===== src/rtl/lutle_pkg.sv =====
package lutle_pkg;

    // Output path selected by the top bit of the configuration frame
    typedef enum logic {
        OUT_COMB = 1'b0,
        OUT_REG  = 1'b1
    } out_mode_e;

    // Frame length: one mode bit plus a full truth table
    function automatic int cfg_width(input int k);
        return (1 << k) + 1;
    endfunction

endpackage


===== src/rtl/lutle_cfg_chain.sv =====
module lutle_cfg_chain #(
    parameter int CFG_W = 17
) (
    input  logic             clk,
    input  logic             cfg_en,
    input  logic             cfg_data,
    output logic [CFG_W-1:0] cfg_vec
);

    typedef struct packed {
        logic [CFG_W-1:0] vec;
    } chain_t;

    chain_t chain_d, chain_q;

    // Shift toward the MSB so the first bit shifted in ends up at the top
    always_comb begin
        chain_d = chain_q;
        if (cfg_en) begin
            chain_d.vec = {chain_q.vec[CFG_W-2:0], cfg_data};
        end
    end

    // Configuration storage is deliberately untouched by reset
    always_ff @(posedge clk) begin
        chain_q <= chain_d;
    end

    assign cfg_vec = chain_q.vec;

endmodule


===== src/rtl/lutle_mux_tree.sv =====
module lutle_mux_tree #(
    parameter int K = 4,
    localparam int LEAVES = 1 << K
) (
    input  logic [LEAVES-1:0] tbl,
    input  logic [K-1:0]      sel,
    output logic              y
);

    // Level l halves the candidate set using input bit l
    for (genvar l = 0; l < K; l++) begin : g_lvl
        localparam int N_IN  = LEAVES >> l;
        localparam int N_OUT = LEAVES >> (l + 1);
        logic [N_IN-1:0]  src;
        logic [N_OUT-1:0] dst;

        if (l == 0) begin : g_leaf
            assign src = tbl;
        end else begin : g_inner
            assign src = g_lvl[l-1].dst;
        end

        for (genvar n = 0; n < N_OUT; n++) begin : g_node
            assign dst[n] = sel[l] ? src[2*n+1] : src[2*n];
        end
    end

    assign y = g_lvl[K-1].dst[0];

endmodule


===== src/rtl/lutle_out_stage.sv =====
module lutle_out_stage
    import lutle_pkg::*;
(
    input  logic      clk,
    input  logic      rst,
    input  logic      cfg_en,
    input  out_mode_e mode,
    input  logic      lut_val,
    output logic      lut_out
);

    typedef struct packed {
        logic ff;
    } ost_t;

    ost_t ost_d, ost_q;

    // Flip-flop is cleared by reset and throughout configuration
    always_comb begin
        ost_d = ost_q;
        if (rst || cfg_en) begin
            ost_d.ff = 1'b0;
        end else begin
            ost_d.ff = lut_val;
        end
    end

    always_ff @(posedge clk) begin
        ost_q <= ost_d;
    end

    always_comb begin
        if (cfg_en) begin
            lut_out = 1'b0;
        end else if (mode == OUT_REG) begin
            lut_out = ost_q.ff;
        end else begin
            lut_out = lut_val;
        end
    end

endmodule


===== src/rtl/lutle_cell.sv =====
module lutle_cell
    import lutle_pkg::*;
#(
    parameter int K = 4
) (
    input  logic         clk,
    input  logic         rst,
    input  logic         cfg_en,
    input  logic         cfg_data,
    input  logic [K-1:0] lut_in,
    output logic         lut_out
);

    localparam int TBL_W = 1 << K;
    localparam int CFG_W = cfg_width(K);

    logic [CFG_W-1:0] cfg_vec;
    logic [TBL_W-1:0] tbl_bits;
    out_mode_e        mode_sel;
    logic             lut_val;

    lutle_cfg_chain #(.CFG_W(CFG_W)) u_chain (
        .clk      (clk),
        .cfg_en   (cfg_en),
        .cfg_data (cfg_data),
        .cfg_vec  (cfg_vec)
    );

    assign tbl_bits = cfg_vec[TBL_W-1:0];
    assign mode_sel = out_mode_e'(cfg_vec[CFG_W-1]);

    lutle_mux_tree #(.K(K)) u_tree (
        .tbl (tbl_bits),
        .sel (lut_in),
        .y   (lut_val)
    );

    lutle_out_stage u_ost (
        .clk     (clk),
        .rst     (rst),
        .cfg_en  (cfg_en),
        .mode    (mode_sel),
        .lut_val (lut_val),
        .lut_out (lut_out)
    );

endmodule


===== config.mk =====
export PLATFORM = sky130hd
export DESIGN_NAME = lutle_cell
export DESIGN_NICKNAME = d
export VERILOG_FILES = /design/src/rtl/lutle_pkg.sv /design/src/rtl/lutle_cfg_chain.sv /design/src/rtl/lutle_mux_tree.sv /design/src/rtl/lutle_out_stage.sv /design/src/rtl/lutle_cell.sv
export SDC_FILE = /design/constraint.sdc
export NUM_CORES = 1
export LEC_CHECK = 0
export BUFFER_PORTS_ARGS = -buffer_cell sky130_fd_sc_hd__buf_2
export CAP_MARGIN = 10
export CORE_MARGIN = 3
export CORE_UTILIZATION = 53
export DETAILED_ROUTE_END_ITERATION = 10
export PLACE_DENSITY = 0.74
export SLEW_MARGIN = 20
export SYNTH_ARGS = -nofsm -noshare
export SYNTH_HDL_FRONTEND = slang
export SYNTH_SLANG_ARGS = --single-unit

===== constraint.sdc =====
create_clock -name clk -period 2.05 [get_ports clk]
set_input_delay 0.41 -clock clk [delete_from_list [all_inputs] [get_ports clk]]
set_output_delay 0.41 -clock clk [all_outputs]
set_load 0.01 [all_outputs]

Yosys cells after proc, flatten, opt, wreduce, memory -nomap -nowiden
Index checks and enable logic that the tools add are counted.
W data, S select, Z words.
{"block": "classes", "mux": 17, "reduce_logical": 1}
{"cell": "$mux W1", "count": 17}
{"cell": "$logic_or A1 B1 Y1", "count": 1}
{"block": "totals", "elab_cells": 20, "input_bits": 8, "register_bits": 18, "output_inout_bits": 1}

Longest topological paths before layout
{"block": "depth", "ltp_word": 6, "mapped_depth": 3, "depth_no_buf": 3}

Modules after synthesis
A second synthesis with hierarchy kept.
{"block": "unflattened", "cells_unflattened": 28, "area_unflattened_um2": 686.9}
{"mod": "lutle_cfg_chain", "seq_area_each_um2": 510.5, "n_inst": 1, "cells_each": 17, "area_per_inst_um2": 510.5}
{"mod": "lutle_mux_tree", "seq_area_each_um2": 0.0, "n_inst": 1, "cells_each": 7, "area_per_inst_um2": 135.1}
{"mod": "lutle_out_stage", "seq_area_each_um2": 20.0, "n_inst": 1, "cells_each": 4, "area_per_inst_um2": 41.3}

Least setup slack after synthesis
Ideal clock, no wire load.
{"block": "synth_path", "kind": "input to register", "start": "input lut_in[1]", "end": "register u_ost.ost_q", "path_slack_ns": 0.397, "arrival_ns": 1.538, "path_buffers": 0, "setup_time_ns": 0.115, "t_required_ns": 1.935, "stages": 3, "cell_sequence": "mux4_1 > mux4_2 > nor3b_1"}
{"block": "synth_between", "elab_chain_len": 3, "word_cells_on_any_way": 7, "classes_between": "mux (7)"}
{"element": "from (decl)", "line": "lutle_cell.sv:10", "text": "input logic [K-1:0] lut_in,"}
{"element": "$mux W1 (2 in a row)", "line": "lutle_mux_tree.sv:24", "text": "assign dst[n] = sel[l] ? src[2*n+1] : src[2*n];"}
{"element": "$mux W1 (*)", "line": "lutle_mux_tree.sv:24"}
{"element": "to (signal assigned)", "line": "lutle_out_stage.sv:29", "text": "ost_q <= ost_d;"}
{"element": "to (decl)", "line": "lutle_out_stage.sv:16", "text": "ost_t ost_d, ost_q;"}
Mark *: on every way between the ends. The rest lies on a longest branch, timed or not.
A chain may end at the register's enable or synchronous reset.

Final worst setup path
{"block": "layout_path", "start": "register u_chain.chain_q (netlist bit u_chain.cfg_vec[7])", "end": "output lut_out"}
{"block": "layout_between", "elab_chain_len": 6}
{"element": "from (decl)", "line": "lutle_cfg_chain.sv:14", "text": "chain_t chain_d, chain_q;"}
{"element": "from (signal assigned)", "line": "lutle_cfg_chain.sv:26", "text": "chain_q <= chain_d;"}
{"element": "$mux W1 (4 in a row)", "line": "lutle_mux_tree.sv:24"}
{"element": "$mux W1", "line": "lutle_out_stage.sv:35", "text": "end else if (mode == OUT_REG) begin"}
{"element": "$mux W1", "line": "lutle_out_stage.sv:33", "text": "if (cfg_en) begin"}
{"element": "to (decl)", "line": "lutle_cell.sv:11", "text": "output logic lut_out"}
No other way between the ends.

==> metrics.cfg <==
[floorplan]
die_height_um = 42.7
rows = 12
start_util = 0.603
ios = 9
core_mm2 = 0.00119
die_w_um = 42.7
fp.dieArea_mm2 = 0.00183

[pwr]
p_leak_uw = 0.000299
vdd_drop_max_v = 0.000493
power.density_mw_per_mm2 = 821

[sta]
fmax_ghz = 0.499
hold_ws_ns = 0.263
clock_skew_ns = 0.00974
final_max_slew_viol_count = 0
worst_slack_ns = 0.0447
rsz0062_at_grt = true
layout_min_cycle_time_ns = 2.01
final_hold_viol_count = 0
finalSetupTns_ns = 0
period_share = 0.978
setup_viol = 0
tightest_slew_ns = 0.218
relSlewSlack = 0.855

[clocking]
root_buffer = clkbuf_4
clk_pin_slew_ns = 0.10
cts_tree = done
insertion_delay_ns = 0.29
cts-htree-levels = 1
cts.sink_count = 18
cts_made_buffers = 3
cts_hold_buf = 0
cts_buffer_depth = 2

[min_path]
hold_start = rst
hold_path_class = input port to flip-flop

[outcome]
status = completed

[logic_synthesis]
synth_top_area_share = 0.713
async_flop_share = 0
synth_area_leaders = edfxtp_1 (71%), mux4_1 (15%), mux4_2 (3.1%)
ys.flop_type = edfxtp_1
ys_types = 11
ys_top_cells_by_count = edfxtp_1 (17), mux4_1 (4), mux2i_1 (2)
synth_most_common_cell = edfxtp_1
syn_inst = 31
syn_avg_cell_area_um2 = 23.1
synth-edff-count = 17
syn_nets = 39
yosysSeqAreaShare = 0.741
synth_seq_cells = 18
synth-warning-count = 0
synth_area_um2 = 716
yosysTopAreaCell = edfxtp_1

[worst_setup_path]
crit_start = u_chain.cfg_vec[7]
path_class = flip-flop to output port
worstSetupStartpointType = flip-flop
worst_ep_arrival_time_ns = 1.60
required_ns = 1.64
r2r_start = u_chain.cfg_vec[7]
critPathMaxFanout = 2
end_kind = output port

[route]
via_per_inst = 5.97
vias = 364
routedWlPerCell_um = 17.7
drt.antenna.violating_nets = 0
finalWirelength_mm = 1.08
dr.pass1.iters = 4
drcViolationCount = 0
drt_iter0_markers = 15

[global_routing]
track_usage = 0.131
antenna_found_initial = 0
overflow = 0
grt_pass1_vias = 359
busiest_layer = met2
use_met1 = 0.148
use_met2 = 0.201
grt_max_degree = 19
met3_usage = 0.0763
grt_pass1_wl_mm = 1.57

[finish]
areaGrowthSynthToFinish_pct = 13.8
layout-drive-gt1-share = 0.426
antenna_cells = 0
filler_cell_count = 88
fin_nets = 56

[placed_design]
dp_hpwl_um = 728
io_buffers = 8
pre_cts_ws_ns = 0.103
place.gp.congestion = 0.771

[run]
cap_viol_max_count = 0

## worst paths after layout
check,endpoint,slack (ns),cells past startpoint
setup / recovery,lut_out,0.04,4
hold / removal,u_ost.ost_q,0.26,2
setup reg to reg,u_ost.ost_q,0.42,3
hold reg to reg,u_chain.cfg_vec[13],0.46,0
## placed cells by master (no fill, tap or decap)
master | synthesis | final
a21o_1 | 1 | 1
dfxtp_1 | 1 | 1
clkbuf_4 | 0 | 3
mux4_2 | 1 | 5
buf_2 | 0 | 8
nor2_1 | 1 | 1
buf_4 | 0 | 4
nor2b_1 | 1 | 1
a221oi_1 | 1 | 1
edfxtp_1 | 17 | 17
clkinv_1 | 0 | 1
mux2i_1 | 2 | 2
inv_1 | 1 | 1
nor3b_1 | 1 | 1
## per-layer routing
layer | up-vias | wire (um)
met5 | - | 0
met1 | 182 | 456
li1 | 163 | -
met2 | 19 | 537
met4 | 0 | 0
met3 | 0 | 88
## stage by stage
| stage | utilization | power, uW | cells | cell area, um2 |
|---|---|---|---|---|
| after floorplan | - | 469 | 31 | 716 |
| after global routing | 0.687 | 703 | 61 | 815 |
| after detailed placement | 0.658 | 497 | 54 | 781 |
| after global placement | 0.658 | 493 | 54 | 781 |
| after CTS | 0.690 | 675 | 60 | 818 |
| final | 0.687 | 668 | 61 | 815 |
## kinds of logic (layout without fill, tap and decap cells)
group | Yosys count | count (layout) | synth area share
DFF | 18 | 18 | 0.741
muxes | 7 | 7 | 0.206
and+or+nand+nor | 3 | 3 | 0.0245
AOI/OAI and AO/OA | 2 | 2 | 0.0227
buffers and inverters | 1 | 17 | 0.00524
## critical path: stages, from the launching register on
cell and delay [ns]:
edfxtp_1 0.42, mux4_2 0.50, mux2i_1 0.15, a221oi_1 0.09, buf_2 0.15
## flip-flops by register name (all words and copies together), names as in the netlist
| signal | count |
|---|---|
| u_ost.ost_q | 1 |
| u_chain.cfg_vec | 17 |
## timing repair
action,CTS,global route
setup buffers,2,1
gates resized for setup,1,3
setup endpoints to repair,1,1
pin swaps,0,1
## layout make-up
cell class              count  area, um2  area share
flip-flops and latches     18        531       0.651
multi-input cells          12        166       0.204
repair buffers             12       70.1      0.0860
clock buffers               3       22.5      0.0276
well taps                  14       17.5      0.0215
clock inverters             1       3.75     0.00461
inverters                   1       3.75     0.00461
## report_power, final
group / total [uW] / switching (uW) / internal [uW]
clock: 173 / 102 / 70.7
sequential: 438 / 11.0 / 426
combinational: 57.8 / 23.7 / 34.0
total: 668 / 137 / 531
(Power assumes the default switching activity.)
